==> src/rtl/rtd_pkg.sv <==
package rtd_pkg;
    typedef enum logic [2:0] {
        ST_IDLE,
        ST_FREQ,
        ST_FETCH,
        ST_ACTIVE,
        ST_WREQ,
        ST_WRITE
    } rtd_state_t;

    localparam int CTL_WRAP_BIT = 6;
    localparam int CTL_IWA_BIT  = 8;
    localparam logic [2:0] LAST_SHORT = 3'd3;
    localparam logic [2:0] LAST_LONG  = 3'd5;
endpackage

==> src/rtl/rtd_legality.sv <==
module rtd_legality #(
    parameter int SA_W = 5
) (
    input  logic                                 bcast,
    input  logic                                 tx,
    input  logic                                 mode,
    input  logic [SA_W-1:0]                      sa,
    input  logic [16*(1<<(SA_W-1))-1:0]          regs,
    output logic                                 legal
);
    localparam int HALF = 1 << (SA_W - 1);

    logic [3:0]      idx;
    logic [HALF-1:0] map_word;
    logic            forced;

    assign idx      = {mode, bcast, tx, sa[SA_W-1]};
    assign map_word = regs[32'(idx) * HALF +: HALF];
    assign forced   = mode & bcast & tx & sa[SA_W-1];
    assign legal    = ~map_word[sa[SA_W-2:0]] & ~forced;
endmodule

==> src/rtl/rtd_addr_gen.sv <==
module rtd_addr_gen #(
    parameter int AW   = 16,
    parameter int SA_W = 5
) (
    input  logic [AW-1:0]   base,
    input  logic            tx,
    input  logic            mode,
    input  logic [SA_W-1:0] sa,
    output logic [AW-1:0]   desc
);
    localparam int OFF_W = SA_W + 4;

    logic [OFF_W-1:0] offset;

    assign offset = {mode, tx, sa, 2'b00};
    assign desc   = base + AW'(offset);
endmodule

==> src/rtl/rtd_log_ptr.sv <==
module rtd_log_ptr #(
    parameter int AW        = 16,
    parameter int LOG_DEPTH = 4
) (
    input  logic          clk,
    input  logic          rst_n,
    input  logic          adv,
    input  logic [AW-1:0] base,
    output logic [AW-1:0] addr
);
    localparam int LW = (LOG_DEPTH > 1) ? $clog2(LOG_DEPTH) : 1;

    logic [LW-1:0] idx_q;

    always_ff @(posedge clk or negedge rst_n) begin
        if (!rst_n) begin
            idx_q <= '0;
        end else if (adv) begin
            idx_q <= (32'(idx_q) == LOG_DEPTH - 1) ? '0 : idx_q + 1'b1;
        end
    end

    assign addr = base + AW'({idx_q, 1'b0});
endmodule

==> src/rtl/rt_desc_ctrl.sv <==
module rt_desc_ctrl
    import rtd_pkg::*;
#(
    parameter int AW        = 16,
    parameter int DW        = 16,
    parameter int SA_W      = 5,
    parameter int WC_W      = 6,
    parameter int LOG_DEPTH = 4
) (
    input  logic                         clk,
    input  logic                         rst_n,
    input  logic                         cmd_valid,
    input  logic                         cmd_bcast,
    input  logic                         cmd_tx,
    input  logic                         cmd_mode,
    input  logic [SA_W-1:0]              cmd_sa,
    input  logic [AW-1:0]                desc_base,
    input  logic [AW-1:0]                log_base,
    input  logic [16*(1<<(SA_W-1))-1:0]  ill_regs,
    input  logic                         irq_en,
    input  logic                         msg_done,
    input  logic [WC_W-1:0]              msg_words,
    input  logic [DW-1:0]                msg_info,
    input  logic [DW-1:0]                msg_tag,
    output logic                         dma_req,
    input  logic                         dma_gnt_n,
    output logic [AW-1:0]                mem_addr,
    output logic                         mem_rd,
    output logic                         mem_wr,
    output logic [DW-1:0]                mem_wdata,
    input  logic [DW-1:0]                mem_rdata,
    output logic                         cmd_illegal,
    output logic                         buf_valid,
    output logic [AW-1:0]                buf_addr,
    output logic                         msg_irq
);
    rtd_state_t state_q, state_d;
    logic [2:0]    beat_q, last_q;
    logic [AW-1:0] desc_q, top_q, cur_q, mib_q;
    logic [DW-1:0] ctl_q, info_q, tag_q;
    logic          illegal_q, irq_q;
    logic          legal, log_adv;
    logic [AW-1:0] desc_addr, log_addr;

    rtd_legality #(.SA_W(SA_W)) u_legal (
        .bcast(cmd_bcast), .tx(cmd_tx), .mode(cmd_mode), .sa(cmd_sa),
        .regs(ill_regs), .legal(legal)
    );

    rtd_addr_gen #(.AW(AW), .SA_W(SA_W)) u_addr (
        .base(desc_base), .tx(cmd_tx), .mode(cmd_mode), .sa(cmd_sa),
        .desc(desc_addr)
    );

    assign log_adv = (state_q == ST_WRITE) && (beat_q == last_q) && (last_q == LAST_LONG);

    rtd_log_ptr #(.AW(AW), .LOG_DEPTH(LOG_DEPTH)) u_log (
        .clk(clk), .rst_n(rst_n), .adv(log_adv), .base(log_base), .addr(log_addr)
    );

    // next-state logic
    always_comb begin
        state_d = state_q;
        unique case (state_q)
            ST_IDLE:   if (cmd_valid && legal) state_d = ST_FREQ;
            ST_FREQ:   if (!dma_gnt_n) state_d = ST_FETCH;
            ST_FETCH:  if (beat_q == 3'd3) state_d = ST_ACTIVE;
            ST_ACTIVE: if (msg_done) state_d = ST_WREQ;
            ST_WREQ:   if (!dma_gnt_n) state_d = ST_WRITE;
            ST_WRITE:  if (beat_q == last_q) state_d = ST_IDLE;
            default:   state_d = ST_IDLE;
        endcase
    end

    // state register and datapath
    always_ff @(posedge clk or negedge rst_n) begin
        if (!rst_n) begin
            state_q   <= ST_IDLE;
            beat_q    <= '0;
            last_q    <= LAST_SHORT;
            desc_q    <= '0;
            top_q     <= '0;
            cur_q     <= '0;
            mib_q     <= '0;
            ctl_q     <= '0;
            info_q    <= '0;
            tag_q     <= '0;
            illegal_q <= 1'b0;
            irq_q     <= 1'b0;
        end else begin
            state_q   <= state_d;
            illegal_q <= (state_q == ST_IDLE) && cmd_valid && !legal;
            irq_q     <= log_adv;
            if (state_d != state_q) beat_q <= '0;
            else if (state_q == ST_FETCH || state_q == ST_WRITE) beat_q <= beat_q + 3'd1;
            if (state_q == ST_IDLE && cmd_valid) desc_q <= desc_addr;
            if (state_q == ST_FETCH) begin
                case (beat_q[1:0])
                    2'd0:    ctl_q <= mem_rdata;
                    2'd1:    top_q <= AW'(mem_rdata);
                    2'd2:    cur_q <= AW'(mem_rdata);
                    default: mib_q <= AW'(mem_rdata);
                endcase
            end
            if (state_q == ST_ACTIVE && msg_done) begin
                info_q <= msg_info;
                tag_q  <= msg_tag;
                cur_q  <= ctl_q[CTL_WRAP_BIT] ? top_q : cur_q + AW'(msg_words);
                last_q <= (ctl_q[CTL_IWA_BIT] && irq_en) ? LAST_LONG : LAST_SHORT;
            end
        end
    end

    // outputs
    always_comb begin
        dma_req   = (state_q == ST_FREQ) || (state_q == ST_FETCH) ||
                    (state_q == ST_WREQ) || (state_q == ST_WRITE);
        mem_rd    = (state_q == ST_FETCH);
        mem_wr    = (state_q == ST_WRITE);
        mem_addr  = '0;
        mem_wdata = '0;
        if (state_q == ST_FETCH) begin
            mem_addr = desc_q + AW'(beat_q);
        end else if (state_q == ST_WRITE) begin
            case (beat_q)
                3'd0:    begin mem_addr = mib_q;        mem_wdata = info_q;      end
                3'd1:    begin mem_addr = mib_q + 1'b1; mem_wdata = tag_q;       end
                3'd2:    begin mem_addr = desc_q + 2'd2; mem_wdata = DW'(cur_q); end
                3'd3:    begin mem_addr = desc_q;       mem_wdata = ctl_q;       end
                3'd4:    begin mem_addr = log_addr;     mem_wdata = info_q;      end
                default: begin mem_addr = log_addr + 1'b1; mem_wdata = DW'(desc_q); end
            endcase
        end
        buf_valid   = (state_q == ST_ACTIVE);
        buf_addr    = cur_q;
        cmd_illegal = illegal_q;
        msg_irq     = irq_q;
    end

    assert_mem_owned_R5: assert property (@(posedge clk) disable iff (!rst_n)
        (mem_rd || mem_wr) |-> (dma_req && !dma_gnt_n));
    assert_rd_wr_excl_R5: assert property (@(posedge clk) disable iff (!rst_n)
        !(mem_rd && mem_wr));
    assert_illegal_no_bus_R3: assert property (@(posedge clk) disable iff (!rst_n)
        cmd_illegal |-> (!dma_req && !mem_rd && !mem_wr));
    assert_bctx_mode_forced_R2: assert property (@(posedge clk) disable iff (!rst_n)
        (state_q == ST_IDLE && cmd_valid && cmd_bcast && cmd_tx && cmd_mode && cmd_sa[SA_W-1])
        |=> cmd_illegal);
    assert_irq_pulse_R9: assert property (@(posedge clk) disable iff (!rst_n)
        msg_irq |=> !msg_irq);
    assert_buf_bus_free_R6: assert property (@(posedge clk) disable iff (!rst_n)
        buf_valid |-> !dma_req);
endmodule

==> config.mk <==
export PLATFORM = sky130hd
export DESIGN_NAME = rt_desc_ctrl
export DESIGN_NICKNAME = d
export VERILOG_FILES = /design/src/rtl/rtd_pkg.sv /design/src/rtl/rtd_legality.sv /design/src/rtl/rtd_addr_gen.sv /design/src/rtl/rtd_log_ptr.sv /design/src/rtl/rt_desc_ctrl.sv
export SDC_FILE = /design/constraint.sdc
export NUM_CORES = 1
export LEC_CHECK = 0
export CAP_MARGIN = 5
export CORE_AREA = 4 4 159 161
export CTS_CLUSTER_DIAMETER = 150
export DETAILED_ROUTE_END_ITERATION = 8
export DIE_AREA = 0 0 163 165
export PLACE_DENSITY_LB_ADDON = 0.05
export SLEW_MARGIN = 10
export SYNTH_ARGS = -nofsm -noshare
export SYNTH_HDL_FRONTEND = slang
export SYNTH_SLANG_ARGS = --single-unit
export TNS_END_PERCENT = 30
==> constraint.sdc <==
create_clock -name clk -period 10.4 [get_ports clk]
set_input_delay 1.04 -clock clk [delete_from_list [all_inputs] [get_ports clk]]
set_output_delay 1.04 -clock clk [all_outputs]
set_load 0.02 [all_outputs]
* Word level (Yosys, flattened, before mapping)
Index checks and enable logic that the tools add are counted.
Storage, ports and cells: input bits 356, output and inout port bits 54, register bits after elaboration 125
Cells by class: bitwise operators 7, $add $sub $neg 9, reduce and logical (&&, ||, !) cells 24, magnitude comparators 1, equality and inequality tests 15, muxes and demuxes 23, shift-type cells 1
Operators by type and width (count):
- $shiftx 256x9->16 | 1
- $mux 16 | 8
- $pmux 16 s5 | 1
- $pmux 16 s4 | 1
- $add 16x1->16 const B | 2
- $add 16x3->16 | 2
- $mux 3 | 9
- $pmux 3 s6 | 1
- $add 16x2->16 const B | 1
- $add 16x6->16 | 1
- $add 16x9->16 | 1
- $eq 3x2->1 const B | 4
- $eq 3x3->1 const B | 4
- $reduce_and 2->1 | 4
- $logic_and 1x1->1 | 7
- $eq 3x1->1 const B | 2
- $logic_not 3->1 | 2
- $reduce_bool 2->1 | 3
- $lt 4x5->1 const B | 1
- $and 1x1->1 | 4
- $bmux 1 s4 | 1
- $eq 2x2->1 const B | 2
- $logic_or 1x1->1 | 4
- $add 3x1->3 const B | 1
- other kinds (11) | 13

* Depth between registers and ports, before layout
word-level depth 10, depth in mapped cells 14

* Cells and area by module
Synthesis repeated with hierarchy kept, for this count alone.
Second synthesis, totals: cells, all modules 1150, area total of the unflattened synthesis 10840.4 um^2
Modules (own cells, without submodules):
- rt_desc_ctrl | times used 1, sequential area each 3054.2 um^2, cells each 879, area each 7878.8 um^2
- rtd_legality | times used 1, sequential area each 0.0 um^2, cells each 161, area each 2070.7 um^2
- rtd_log_ptr | times used 1, sequential area each 50.0 um^2, cells each 51, area each 459.2 um^2
- rtd_addr_gen | times used 1, sequential area each 0.0 um^2, cells each 59, area each 431.7 um^2

* Least setup slack after synthesis
No wires, ideal clock.
path kind input to output, start point input log_base[1], end point output mem_addr[14], path slack 5.619 ns, arrival time 3.741 ns, data required time 9.360 ns, cell stages on the path 11, cell sequence ha_1 -> inv_1 -> fa_1 -> nand2b_1 -> or3_1 -> a221o_1 -> a221oi_4 -> nand4b_4 -> nor4_1 -> nor3_1 -> o22ai_1
On the way: cells in the longest elaborated chain, start to end 5
Ends and longest elaborated chain:
- start: declaration | RTL line rt_desc_ctrl.sv:18 | input logic [AW-1:0] log_base,
- $add 16x3->16 * | RTL line rtd_log_ptr.sv:23 | assign addr = base + AW'({idx_q, 1'b0});
- $add 16x1->16 | RTL line rt_desc_ctrl.sv:131 | default: begin mem_addr = log_addr + 1'b1; mem_wdata = DW'(desc_q); end
- $pmux 16 s5 * | RTL line rt_desc_ctrl.sv:125 | case (beat_q)
- $mux 16 * | RTL line rt_desc_ctrl.sv:124 | end else if (state_q == ST_WRITE) begin
- $mux 16 * | RTL line rt_desc_ctrl.sv:122 | if (state_q == ST_FETCH) begin
- end: declaration | RTL line rt_desc_ctrl.sv:27 | output logic [AW-1:0] mem_addr,
Mark *: on every way between the ends. The rest lies on a longest branch, timed or not.

* Worst setup path after layout
start point input log_base[1], end point output mem_addr[9]
Same word-level chain as after synthesis.

==> summary.md <==
| Metric | Value |
|---|---|
| Syn_area_per_cell | approximately 9 sq um |
| Post-synthesis xor/xnor area fraction | 0.0469 |
| Ports | 410 |
| FP Rows | 57 |
| Worst Path Max Fanout | 6 |
| Post-Synth Simple-Gate Area | 0.179 |
| I/O Buffers | 409 |
| Fin worst setup slack | 4.37 ns |
| CP Class | primary input to output port |
| Mux share of post-synthesis cell area | 0.215 |
| Post-layout util | 0.651 |
| Crit path required time | 9.36 ns |
| Post-synth top flop | dfrtp_1 |
| Clk root buf | clkbuf_16 |
| Top post-synthesis cells by area | dfrtp_1, mux4_2, nand2_1 |
| Post-CTS sizing | 0 |
| TritonCTS clock tree | done |
| Synthesized area | approximately 11000 sq um |
| Number of synthesized flops with an enable pin | 0 |
| Max Root-Sink Buffers | 2 |
| Routed len/inst | 24.9 um |
| CTS Hold Bufs | 0 |
| Max-slew violations | 0 |
| RSZ-0062 raised after global routing | false |
| Adder-Cell Fraction of Synth Area | 0.0386 |
| PwrDens | 201 nW/um^2 |
| Tcrit/Tclk final | 0.580 |
| Total core area | 24000 sq um |
| N_diodes | 0 |
| Placed instance area | 15000 sq um |
| First-pass GRT wire length | between 60000 and 70000 um |
| Yosys warning count | 0 |
| CP cell instances | clkdlybuf4s50_1 -> ha_1 -> inv_1 -> fa_1 -> nand2b_1 -> or3_1 -> a221o_1 -> a221oi_4 -> nand2_1 -> xor2_1 -> a221oi_1 -> o21bai_1 -> clkdlybuf4s50_1 |
| Yosys top cell by area | dfrtp_1 |
| Worst slew pin tran | 1.17 ns |
| Clock input transition at the sequential cells of the worst setup and hold paths | 0.06 ns |
| Final ANT Viol Nets | 0 |
| Initial antenna violation count | 2 |
| Async S/R FF share, synth | 1.00 |
| Final instance area | 15600 sq um |
| Hold WC Path Type | flop to flop |
| Synth top area share | 0.284 |
| Clock Skew | 0.0117 ns |
| Global-route usage over all layers | 0.338 |
| Critical Path Most Common Cell | clkdlybuf4s50_1 |
| Starting Density | 0.452 |
| Synth Area in Compound Gates | 0.176 |
| Die Ht | 165 um |
| Status | completed |
| Final GP Congestion | 0.943 |
| Vias in the first global route | 11200 |
| Synth Register Bits | around 120 |
| CTS H-Tree Depth | 4 |
| Post-CTS setup buffer count | 0 |
| Area grow syn2layout | 43.9% |
| Setup WS pre-CTS | 4.38 ns |
| P_leak | 6.39 nW |
| Die area | roughly 27000 sq um |
| Critical-path top delay cell | clkdlybuf4s50_1 |
| Post-route DRC | 0 |
| Largest net degree at the start of global routing | 78 |
| Rel. slew slack | 0.219 |
| Peak Freq | 166 MHz |
| Layout Nets | 1947 |
| Total clock sinks | 124 |
| Synth cell types | 78 |
| Vias after detailed routing | around 11000 |
| Detailed-route vias per instance | 6.03 |
| Register area share after synthesis | 0.286 |
| Iter 0 DRT Violations | 1273 |
| CP arrival | 4.99 ns |
| Share of layout cells above drive strength 1 | 0.113 |
| Critical path launch point type | primary input |
| Total CTS buffers | 17 |
| Clk_lat worst skew | 0.43 ns |
| Syn Inst Count | 1215 |
| Post-Route WL | 47200 um |
| Largest family of logic cells by synthesized area | multiplexers |
| Min Tclk post-route | 6.03 ns |
| Worst setup EP type | output port |
| Post-synth net total | 1602 |
| DRT Pass-1 Iters | 6 |
| Final Hold Vio Count | 0 |
| Peak VDD IR | 0.116 mV |
| Chip width | around 160 um |
| Max cap viols | 0 |
| CP peak stage delay | 0.63 ns |
| GRT overflow | 0 |
| Hpwl dp | around 37000 um |
| Final Setup Violations | 0 |
| Setup TNS | 0 ns |
## cell usage in the layout, fill, tap and decap left out, types with 7 or more instances in the layout
| master | n |
|---|---|
| a21o_1 | 7 |
| ha_1 | 26 |
| inv_1 | 39 |
| o22ai_1 | 13 |
| xor2_1 | 24 |
| clkbuf_16 | 17 |
| nand2b_1 | 7 |
| buf_4 | 17 |
| nand3_1 | 31 |
| a221oi_1 | 14 |
| a222oi_1 | 17 |
| nand4_1 | 17 |
| mux2i_1 | 63 |
| o211ai_1 | 7 |
| xnor2_1 | 34 |
| a31oi_1 | 28 |
| nor2b_1 | 13 |
| mux4_2 | 43 |
| nor3b_1 | 10 |
| and3_1 | 18 |
| o21ai_0 | 58 |
| mux2_2 | 65 |
| nor2_1 | 59 |
| nand2_1 | 202 |
| a21oi_1 | 47 |
| nor3_1 | 18 |
| clkdlybuf4s50_1 | 406 |
| o31ai_1 | 10 |
| dfrtp_1 | 123 |
| a211oi_1 | 19 |
| a22oi_1 | 13 |
## kinds of logic (layout without fill, tap and decap cells)
family	after synthesis	after routing
flops	124	124
mux	171	171
buf+inv	138	496
compound gates	279	279
xor+xnor	58	58
fa+ha+maj	31	31
simple gates	414	414
## area by class of cell
| cell class | instances | area [sq um] |
|---|---|---|
| flip-flops and latches | 124 | 3100 |
| clock buffers | 17 | 425 |
| fillers | 2064 | 8370 |
| multi-input cells | 953 | 7130 |
| repair buffers | 424 | 4200 |
| well taps | 324 | 405 |
| inverters | 40 | 150 |
| clock inverters | 15 | 180 |
## cell usage after synthesis (13+ instances only)
| cell type | number |
|---|---|
| and3_1 | 18 |
| xor2_1 | 24 |
| a21oi_1 | 47 |
| a31oi_1 | 28 |
| nand4_1 | 17 |
| a221oi_1 | 14 |
| ha_1 | 27 |
| mux4_2 | 43 |
| inv_1 | 39 |
| a211oi_1 | 19 |
| a222oi_1 | 17 |
| a22oi_1 | 13 |
| mux2i_1 | 63 |
| nor3_1 | 18 |
| xnor2_1 | 34 |
| nand2_1 | 203 |
| nor2_1 | 60 |
| nor2b_1 | 13 |
| o22ai_1 | 13 |
| clkbuf_1 | 67 |
| dfrtp_1 | 123 |
| o21ai_0 | 58 |
| nand3_1 | 31 |
| mux2_2 | 65 |
## routing by layer
layer	vias to the layer above	track usage	share of wire
met5	-	0	0.00025
li1	5184	-	-
met3	63	0.0791	0.090
met2	618	0.559	0.49
met4	2	0.0778	0.021
met1	5575	0.454	0.40
## metrics by stage
stage / instances / hold slack, ns / power (mW)
after detailed placement: 1865 / 0.464 / 2.48
after CTS: 1897 / 0.482 / 3.11
final: 1897 / 0.481 / 3.13
after floorplan: 1215 / 0.445 / 1.85
after global routing: 1897 / 0.498 / 3.30
after global placement: 1865 / 0.461 / 2.47
## registers in the layout (all words and copies together) (netlist names)
signal       count
cmd_illegal      1
mib_q           16
u_log.idx_q      2
msg_irq          1
last_q           2
top_q           16
beat_q           3
buf_addr        16
info_q          16
tag_q           16
ctl_q           16
state_q          3
desc_q          16
## final timing paths
kind / startpoint / to / slack [ns] / cells after the start
max reg2reg: state_q[0] / buf_addr[7] / 7.31 / 7
min reg2reg: tag_q[2] / tag_q[2] / 0.48 / 2
min in group asynchronous: rst_n / u_log.idx_q[0] / 0.63 / 1
max: log_base[1] / mem_addr[9] / 4.37 / 13
min: tag_q[2] / tag_q[2] / 0.48 / 2
max in group asynchronous: rst_n / desc_q[12] / 8.30 / 2
## power breakdown
group | leakage, nW | internal [mW] | switching, mW | total, mW
sequential | 1.54 | 0.701 | 0.286 | 0.987
combinational | 4.55 | 0.699 | 0.826 | 1.53
clock | 0.300 | 0.363 | 0.256 | 0.618
total | 6.39 | 1.76 | 1.37 | 3.13
## worst max-delay path, delay by kind of cell
family | cells | cell delay [ns]
xor gates and xnor gates | 1 | 0.16
AOI/OAI and AO/OA | 4 | 1.29
buffers and inverters | 3 | 1.17
adders and majority gates | 2 | 0.62
and+or+nand+nor | 3 | 0.71
Power figures use the tool's default switching activity.
